`config.mk`:
```
export PLATFORM = sky130hd
export DESIGN_NAME = pad_iso_seq
export DESIGN_NICKNAME = d
export VERILOG_FILES = /design/src/rtl/pad_iso_pkg.sv /design/src/rtl/pad_iso_timer.sv /design/src/rtl/pad_iso_usage.sv /design/src/rtl/pad_iso_steps.sv /design/src/rtl/pad_iso_seq.sv
export SDC_FILE = /design/constraint.sdc
export NUM_CORES = 1
export LEC_CHECK = 0
export ABC_AREA = 1
export BUFFER_PORTS_ARGS = -buffer_cell sky130_fd_sc_hd__buf_4
export CORE_ASPECT_RATIO = 0.5
export CORE_MARGIN = 2
export CORE_UTILIZATION = 57
export DETAILED_ROUTE_END_ITERATION = 8
export PLACE_DENSITY_LB_ADDON = 0.05
export SYNTH_ARGS = -nofsm -noshare
export SYNTH_HDL_FRONTEND = slang
export SYNTH_SLANG_ARGS = --single-unit
```
`constraint.sdc`:
```
create_clock -name clk -period 1.7 [get_ports clk]
set_input_delay 0.34 -clock clk [delete_from_list [all_inputs] [get_ports clk]]
set_output_delay 0.34 -clock clk [all_outputs]
set_load 0.005 [all_outputs]
```
`src/rtl/pad_iso_pkg.sv`:
```
package pad_iso_pkg;

    localparam int unsigned WORD_W    = 32;
    localparam int unsigned VCORE_BIT = 31;
    localparam int unsigned EARLY_BIT = 30;
    localparam int unsigned CLAMP_BIT = 29;

    typedef enum logic [2:0] {
        ST_IDLE  = 3'd0,
        ST_UP_A  = 3'd1,
        ST_UP_B  = 3'd2,
        ST_DN_A  = 3'd3,
        ST_DN_B  = 3'd4
    } seq_state_e;

    typedef struct packed {
        logic vcore;
        logic early;
        logic clamp;
    } iso_ctrl_t;

    localparam iso_ctrl_t CTRL_CLAMPED  = '{vcore: 1'b1, early: 1'b1, clamp: 1'b1};
    localparam iso_ctrl_t CTRL_RELEASED = '{vcore: 1'b0, early: 1'b0, clamp: 1'b0};

endpackage

```
`src/rtl/pad_iso_timer.sv`:
```
module pad_iso_timer #(
    parameter int unsigned DELAY_CYCLES = 20000
) (
    input  logic clk,
    input  logic rst_n,
    input  logic load,
    output logic done
);
    localparam int unsigned TW = (DELAY_CYCLES > 1) ? $clog2(DELAY_CYCLES) : 1;
    localparam logic [TW-1:0] LOAD_VAL = TW'(DELAY_CYCLES - 1);

    typedef struct packed {
        logic          run;
        logic [TW-1:0] cnt;
    } tmr_t;

    tmr_t cur_q, nxt_d;

    always_comb begin
        nxt_d = cur_q;
        done  = cur_q.run && (cur_q.cnt == '0);
        if (load) begin
            nxt_d.run = 1'b1;
            nxt_d.cnt = LOAD_VAL;
        end else if (done) begin
            nxt_d.run = 1'b0;
        end else if (cur_q.run) begin
            nxt_d.cnt = cur_q.cnt - 1'b1;
        end
    end

    always_ff @(posedge clk or negedge rst_n) begin
        if (!rst_n) cur_q <= '0;
        else        cur_q <= nxt_d;
    end


    done_idle_chk: assert property (@(posedge clk) disable iff (!rst_n)
        (done && !load) |=> !done);

endmodule

```
`src/rtl/pad_iso_usage.sv`:
```
module pad_iso_usage #(
    parameter int unsigned CNT_W = 8
) (
    input  logic clk,
    input  logic rst_n,
    input  logic en_req,
    input  logic dis_req,
    input  logic err_clr,
    input  logic busy,
    output logic start_up,
    output logic start_dn,
    output logic unbal_err
);
    localparam logic [CNT_W-1:0] CNT_MAX = '1;
    localparam logic [CNT_W-1:0] CNT_ONE = CNT_W'(1);

    typedef struct packed {
        logic [CNT_W-1:0] cnt;
        logic             err;
    } use_t;

    use_t cur_q, nxt_d;
    logic err_evt;
    logic accept;

    always_comb begin
        nxt_d    = cur_q;
        start_up = 1'b0;
        start_dn = 1'b0;
        err_evt  = 1'b0;
        accept   = !busy && (en_req ^ dis_req);
        if (accept) begin
            if (en_req) begin
                if (cur_q.cnt == CNT_MAX) begin
                    err_evt = 1'b1;
                end else begin
                    nxt_d.cnt = cur_q.cnt + 1'b1;
                    start_up  = (cur_q.cnt == '0);
                end
            end else begin
                if (cur_q.cnt == '0) begin
                    err_evt = 1'b1;
                end else begin
                    nxt_d.cnt = cur_q.cnt - 1'b1;
                    start_dn  = (cur_q.cnt == CNT_ONE);
                end
            end
        end
        if (err_clr) nxt_d.err = 1'b0;
        if (err_evt) nxt_d.err = 1'b1;
    end

    always_ff @(posedge clk or negedge rst_n) begin
        if (!rst_n) cur_q <= '0;
        else        cur_q <= nxt_d;
    end

    assign unbal_err = cur_q.err;


    zero_dis_chk: assert property (@(posedge clk) disable iff (!rst_n)
        (dis_req && !en_req && !busy && cur_q.cnt == '0) |=> (cur_q.cnt == '0 && cur_q.err));


    full_en_chk: assert property (@(posedge clk) disable iff (!rst_n)
        (en_req && !dis_req && !busy && cur_q.cnt == CNT_MAX) |=> (cur_q.cnt == CNT_MAX && cur_q.err));


    busy_hold_chk: assert property (@(posedge clk) disable iff (!rst_n)
        busy |=> $stable(cur_q.cnt));


    both_req_chk: assert property (@(posedge clk) disable iff (!rst_n)
        (en_req && dis_req && !err_clr) |=> ($stable(cur_q.cnt) && $stable(cur_q.err)));

endmodule

```
`src/rtl/pad_iso_steps.sv`:
```
module pad_iso_steps
    import pad_iso_pkg::*;
(
    input  logic      clk,
    input  logic      rst_n,
    input  logic      start_up,
    input  logic      start_dn,
    input  logic      tmr_done,
    output logic      tmr_load,
    output logic      busy,
    output iso_ctrl_t ctrl
);
    typedef struct packed {
        seq_state_e st;
        iso_ctrl_t  ctrl;
    } step_t;

    step_t cur_q, nxt_d;

    always_comb begin
        nxt_d    = cur_q;
        tmr_load = 1'b0;
        unique case (cur_q.st)
            ST_IDLE: begin
                if (start_up) begin
                    nxt_d.ctrl.clamp = 1'b0;
                    nxt_d.st         = ST_UP_A;
                    tmr_load         = 1'b1;
                end else if (start_dn) begin
                    nxt_d.ctrl.vcore = 1'b1;
                    nxt_d.st         = ST_DN_A;
                    tmr_load         = 1'b1;
                end
            end
            ST_UP_A: if (tmr_done) begin
                nxt_d.ctrl.early = 1'b0;
                nxt_d.st         = ST_UP_B;
                tmr_load         = 1'b1;
            end
            ST_UP_B: if (tmr_done) begin
                nxt_d.ctrl.vcore = 1'b0;
                nxt_d.st         = ST_IDLE;
            end
            ST_DN_A: if (tmr_done) begin
                nxt_d.ctrl.early = 1'b1;
                nxt_d.st         = ST_DN_B;
                tmr_load         = 1'b1;
            end
            ST_DN_B: if (tmr_done) begin
                nxt_d.ctrl.clamp = 1'b1;
                nxt_d.st         = ST_IDLE;
            end
            default: nxt_d.st = ST_IDLE;
        endcase
    end

    always_ff @(posedge clk or negedge rst_n) begin
        if (!rst_n) begin
            cur_q.st   <= ST_IDLE;
            cur_q.ctrl <= CTRL_CLAMPED;
        end else begin
            cur_q <= nxt_d;
        end
    end

    assign busy = (cur_q.st != ST_IDLE);
    assign ctrl = cur_q.ctrl;


    vcore_last_off_chk: assert property (@(posedge clk) disable iff (!rst_n)
        $fell(cur_q.ctrl.vcore) |-> (!cur_q.ctrl.early && !cur_q.ctrl.clamp));


    clamp_last_on_chk: assert property (@(posedge clk) disable iff (!rst_n)
        $rose(cur_q.ctrl.clamp) |-> (cur_q.ctrl.vcore && cur_q.ctrl.early));


    uniform_end_chk: assert property (@(posedge clk) disable iff (!rst_n)
        $fell(busy) |-> (cur_q.ctrl == CTRL_CLAMPED || cur_q.ctrl == CTRL_RELEASED));


    idle_hold_chk: assert property (@(posedge clk) disable iff (!rst_n)
        (!busy && !start_up && !start_dn) |=> $stable(cur_q.ctrl));


    no_start_busy_chk: assert property (@(posedge clk) disable iff (!rst_n)
        busy |-> (!start_up && !start_dn));

endmodule

```
`src/rtl/pad_iso_seq.sv`:
```
module pad_iso_seq
    import pad_iso_pkg::*;
#(
    parameter int unsigned CNT_W        = 8,
    parameter int unsigned DELAY_CYCLES = 20000
) (
    input  logic              clk,
    input  logic              rst_n,
    input  logic              en_req,
    input  logic              dis_req,
    input  logic              err_clr,
    output logic [WORD_W-1:0] iso_word,
    output logic              busy,
    output logic              unbal_err
);
    logic      start_up;
    logic      start_dn;
    logic      tmr_load;
    logic      tmr_done;
    iso_ctrl_t ctrl;

    pad_iso_usage #(.CNT_W(CNT_W)) u_usage (
        .clk       (clk),
        .rst_n     (rst_n),
        .en_req    (en_req),
        .dis_req   (dis_req),
        .err_clr   (err_clr),
        .busy      (busy),
        .start_up  (start_up),
        .start_dn  (start_dn),
        .unbal_err (unbal_err)
    );

    pad_iso_timer #(.DELAY_CYCLES(DELAY_CYCLES)) u_timer (
        .clk   (clk),
        .rst_n (rst_n),
        .load  (tmr_load),
        .done  (tmr_done)
    );

    pad_iso_steps u_steps (
        .clk      (clk),
        .rst_n    (rst_n),
        .start_up (start_up),
        .start_dn (start_dn),
        .tmr_done (tmr_done),
        .tmr_load (tmr_load),
        .busy     (busy),
        .ctrl     (ctrl)
    );

    always_comb begin
        iso_word            = '0;
        iso_word[VCORE_BIT] = ctrl.vcore;
        iso_word[EARLY_BIT] = ctrl.early;
        iso_word[CLAMP_BIT] = ctrl.clamp;
    end


    spare_zero_chk: assert property (@(posedge clk) disable iff (!rst_n)
        iso_word[CLAMP_BIT-1:0] == '0);

endmodule

```
Word level (Yosys, flattened, before mapping)
Cells that the tools add are included.
- add/sub/neg operators: 3
- equal/unequal tests: 17
- mux-type cells: 36
- bitwise operators: 1
- reductions and logical operators: 20
- operators with widths (cell ; count):
    15-bit 2-to-1 mux ; 2
    8-bit 2-to-1 mux ; 3
    2-bit inequality test (second input constant) ; 10
    1-bit 2-to-1 mux ; 19
    16-bit 2-to-1 mux ; 1
    15-bit zero test ; 1
    3-bit one-hot mux with 5 select lines ; 1
    15-bit by 1-bit subtractor with 15-bit output (second input constant) ; 1
    3-bit 2-to-1 mux ; 4
    2-bit nonzero test ; 6
    3-bit AND reduction ; 3
    8-bit by 1-bit adder with 8-bit output (second input constant) ; 1
    8-bit by 1-bit equality test with 1-bit output (second input constant) ; 1
    8-bit equality test (second input constant) ; 1
    8-bit zero test ; 1
    4-bit 2-to-1 mux ; 2
    1-bit one-hot mux with 2 select lines ; 4
    8-bit by 1-bit subtractor with 8-bit output (second input constant) ; 1
    3-bit by 2-bit equality test with 1-bit output (second input constant) ; 2
    5-bit AND reduction ; 1
    4-bit AND reduction ; 1
    3-bit by 1-bit equality test with 1-bit output (second input constant) ; 1
    3-bit equality test (second input constant) ; 1
    3-bit zero test ; 1
    7 further kinds ; 8
- register bits: 31
- bits of input ports: 5
- output and inout bits: 34

Logic depth before layout (Yosys ltp)
- word-level depth: 9
- depth in mapped cells: 11
- gate-level depth less buffers: 11

Modules after synthesis
Synthesis repeated with hierarchy kept, for this count alone.
- cells, all modules: 365
- area, all modules: 2503.7 um^2
- modules (own cells, without submodules) (module ; instances ; cells each ; area an instance (um^2) ; sequential area each (um^2)):
    pad_iso_timer ; 1 ; 151 ; 1046.0 ; 400.4
    pad_iso_usage ; 1 ; 129 ; 852.1 ; 225.2
    pad_iso_steps ; 1 ; 55 ; 384.1 ; 153.9
    pad_iso_seq ; 1 ; 30 ; 221.5 ; 0.0

Worst setup path after synthesis
Ideal clock, no wire load.
- kind: flip-flop to flip-flop
- start: reg u_usage.cur_q[1] (netlist bit)
- end: reg u_usage.cur_q[1] (netlist bit)
- library setup time: 0.126 ns
- data arrival time: 1.402 ns
- data required time: 1.574 ns
- path slack: 0.172 ns
- cell stages (with the launch flop): 10
- period minus slack after synthesis: 1.528 ns
- cell sequence: dfrtp_1 inv_1 ha_1 nand2_2 nor2_4 nand2_1 o21ai_2 nor2_4 buf_6 xor2_2
- longest elaborated chain between the ends: 3
- ends and longest elaborated chain (item ; RTL line ; text):
    start: declaration ; pad_iso_usage.sv:22 ; use_t cur_q, nxt_d;
    start signal: assignment ; pad_iso_usage.sv:55 ; else cur_q <= nxt_d;
    8-bit by 1-bit subtractor with 8-bit output (tied with other cells) ; pad_iso_usage.sv:44 ; nxt_d.cnt = cur_q.cnt - 1'b1;
    8-bit 2-to-1 mux (tied with other cells) ; pad_iso_usage.sv:41 ; if (cur_q.cnt == '0) begin
    8-bit 2-to-1 mux or 3-bit AND reduction (tied branches) ; n/a ;
Several ways; a longest one is shown, not always the timed one. The select of a mux whose other input is x is not followed.
A chain may end at the register's enable or synchronous reset.

Final worst setup path
- start: reg u_timer.cur_q[0] (netlist bit)
- end: reg u_timer.cur_q[13] (netlist bit)
- longest elaborated chain between the ends: 6
- ends and longest elaborated chain (item ; RTL line ; text):
    start: declaration ; pad_iso_timer.sv:17 ; tmr_t cur_q, nxt_d;
    start signal: assignment ; pad_iso_timer.sv:34 ; else cur_q <= nxt_d;
    parallel branches: the longest is 6 deep, another holds 15-bit by 1-bit subtractor with 15-bit output ; n/a ;
Parallel ways; which one is timed is not known. The select of a mux whose other input is x is not followed.

==> results.toml <==
[critical_path]
reg2reg_depth = 11
cpMostUsedCell = "nand2_1"
critical_path.slowest_cell = "dfrtp_1"
worstSetupStartpointType = "register"
arrival_ps = 1770
crit_chain = "inv_2, ha_4, nand2_2, nor2_2, nand3_2, nand2_4, inv_2, nand2_1, nand2_1, nand2_1, nor2_1"
worstPathMaxFanout = 12
cp_num_cells = 11
slowest_delay_ps = 390
criticalPathCategory = "reg -> reg"
cp_num_buf_inv = 2
cp_top_family = "simple AND/OR/NAND/NOR gates"
cp-end-kind = "register"
crit_required_ps = 1880

[die]
io_pins = 39
die_area_um2 = 4820
dieHeight_um = 50.1
num_rows = 16
die_w_um = 96.2
initial_core_util_pct = 60.8
coreArea_um2 = 3980

[detailed_routing]
highest_layer = "met4"
ant_nets = 0
wl_per_cell_um = 11.5
wl_met2_um = 2270
drc_errors = 0
met1_length_um = 2190
via_per_inst = 4.92
vias = 2019
met3_length_um = 232
drtIter0Drc = 89
dr.pass1.iters = 4
wirelength_um = 4730

[placed_design]
place_hpwl_um = 3470
port_buffers = 9
place_area_um2 = 2450
globalplace.congestion = 0.942
dp_cells = 396

[synth]
synth_top_family_by_area = "simple AND/OR/NAND/NOR gates"
synth-async-reset-ratio_pct = 100
post-synth-top-count-cell = "nand2_1"
synth_edf_count = 0
synth_common_cells = "nand2_1, inv_1, nor2_1, buf_4, nand3_1"
yosysUniqueCellTypes = 32
synth-compound-area-share_pct = 4.91
ys_seq_elements = 31
syn_area_um2 = 2420
yosys.area_share.simple_pct = 36.3
synth_top_area_share_pct = 28.9
synthCells = 332
synthMuxAreaShare_pct = 0
synth_area_leaders = "dfrtp_1, nand2_1, buf_4, nand3_1, inv_1"
synth_area_per_cell_um2 = 7.29
post_synth_fa_ha_maj_area_fraction_pct = 2.07
ys.flop_type = "dfrtp_1"
synth-xor-area-share_pct = 5.74
ys_warn_count = 0
yosysTopAreaCell = "dfrtp_1"
ys_seq_area_share_pct = 32.2

[cells_and_area]
fin_cells = 410
drive_gt1_share_pct = 24.4
fin_area_um2 = 2650
final.fill_count = 346
fin_nets = 364
synthToLayoutAreaGrowth_pct = 9.35
n_antenna_cell = 0

[sta]
fin_crit_sh_pct = 93.3
final-hold-violation-count = 0
period_needed_ps = 1590
hold-worst-slack_ps = 229
setup_violations = 0
fmax_mhz = 630
clock_skew_ps = 5.41
drv_slew = 0
rsz0062_at_grt = "false"

[grt]
grt_max_degree = 32
grt_pass1_wl_um = 8010
grt_use_total_pct = 21.6
overflow = 0
grt_pass1_vias = 1815
antenna_found_initial = 0

[clock_network]
cts_buffer_depth = 2
cts_tree = "yes"
clk_pin_slew_ps = 70
cts_sinks = 31
worstSkewPairLatency_ps = 290
clockRootBuffer = "clkbuf_8"
h-tree-depth = 2
cts_made_buffers = 5

[status]
status = "finished, final reports clean"

[power]
p_per_area_nw_per_um2 = 1480
leakagePower_nw = 1.34
fin_total_pwr_mw = 3.91
peakVddDrop_uv = 898

[min_path]
min_path_type = "in -> reg"
whs_path_depth = 2

[run]
drv_cap = 0
registers in the layout, indices dropped and copies added (netlist names):
name	flops
u_timer.cur_q	16
u_usage.unbal_err	1
u_usage.cur_q	8
u_steps.ctrl	3
u_steps.cur_q	3
layer usage:
metal | up-vias | track usage, %
li1 | 1017 | -
met1 | 945 | 28.1
met2 | 52 | 35.6
met3 | 5 | 5.96
met4 | 0 | 5.24
met5 | - | 0
timing repair:
action / CTS / global route
setup endpoints to repair: 1 / 27
setup buffers: 0 / 5
endpoints found under the hold margin: 19 / 0
resized for setup: 1 / 20
hold buffers: 1 / 0
pin swaps: 0 / 5
layout make-up:
type	instances	area, um2	share of cell area [%]
Sequential cell	31	779	29.4
Clock buffer	7	86.3	3.26
Multi-Input combinational cell	248	1350	51.0
Clock inverter	1	5.00	0.189
Timing Repair Buffer	25	190	7.18
Tap cell	54	67.6	2.55
Inverter	44	168	6.33
path summary, 6_finish.rpt:
path                             startpoint           endpoint  slack, ps
setup / recovery           u_timer.cur_q[0]  u_timer.cur_q[13]        110
hold / removal                      err_clr  u_usage.unbal_err        230
setup reg to reg           u_timer.cur_q[0]  u_timer.cur_q[13]        110
hold reg to reg             u_steps.ctrl[0]    u_steps.ctrl[0]        470
max in group asynchronous             rst_n    u_steps.ctrl[1]        850
min in group asynchronous             rst_n   u_usage.cur_q[8]        520
metrics by stage:
stage          TNS, ps  setup slack (ps)  utilization [%]
6_report             0               114             66.5
5_1_grt              0             0.852             66.5
4_1_cts              0             0.808             64.2
3_5_place_dp     -5.69             -5.69             61.5
3_3_place_gp         0              40.9             61.5
2_1_floorplan        0               172                -
kinds of logic after synthesis:
family / Yosys count
AND/OR/NAND/NOR: 177
buffers and inverters: 81
flip-flops: 31
AO/OA/AOI/OAI: 23
XOR/XNOR: 15
adder cells (fa/ha/maj): 4
other: 1
placed cells by master, fill, tap and decap left out, types with 2 or more instances in the layout:
master,n
nand2_2,6
xor2_1,13
a21oi_1,3
nand2_4,3
buf_4,24
clkbuf_8,6
nor2_1,29
o21ai_1,10
inv_2,10
dfrtp_1,28
inv_1,32
conb_1,29
dfstp_2,3
nand4_1,6
o21ai_0,9
ha_1,2
nand3_2,5
nand2_1,74
nand3_1,29
nor2_2,12
nor2_4,6
power breakdown:
group / leakage [nW] / internal (mW) / switching, mW
logic: 0.922 / 0.820 / 1.16
registers: 0.371 / 1.01 / 0.297
clock network: 0.0482 / 0.327 / 0.294
Power figures use the tool's default switching activity.
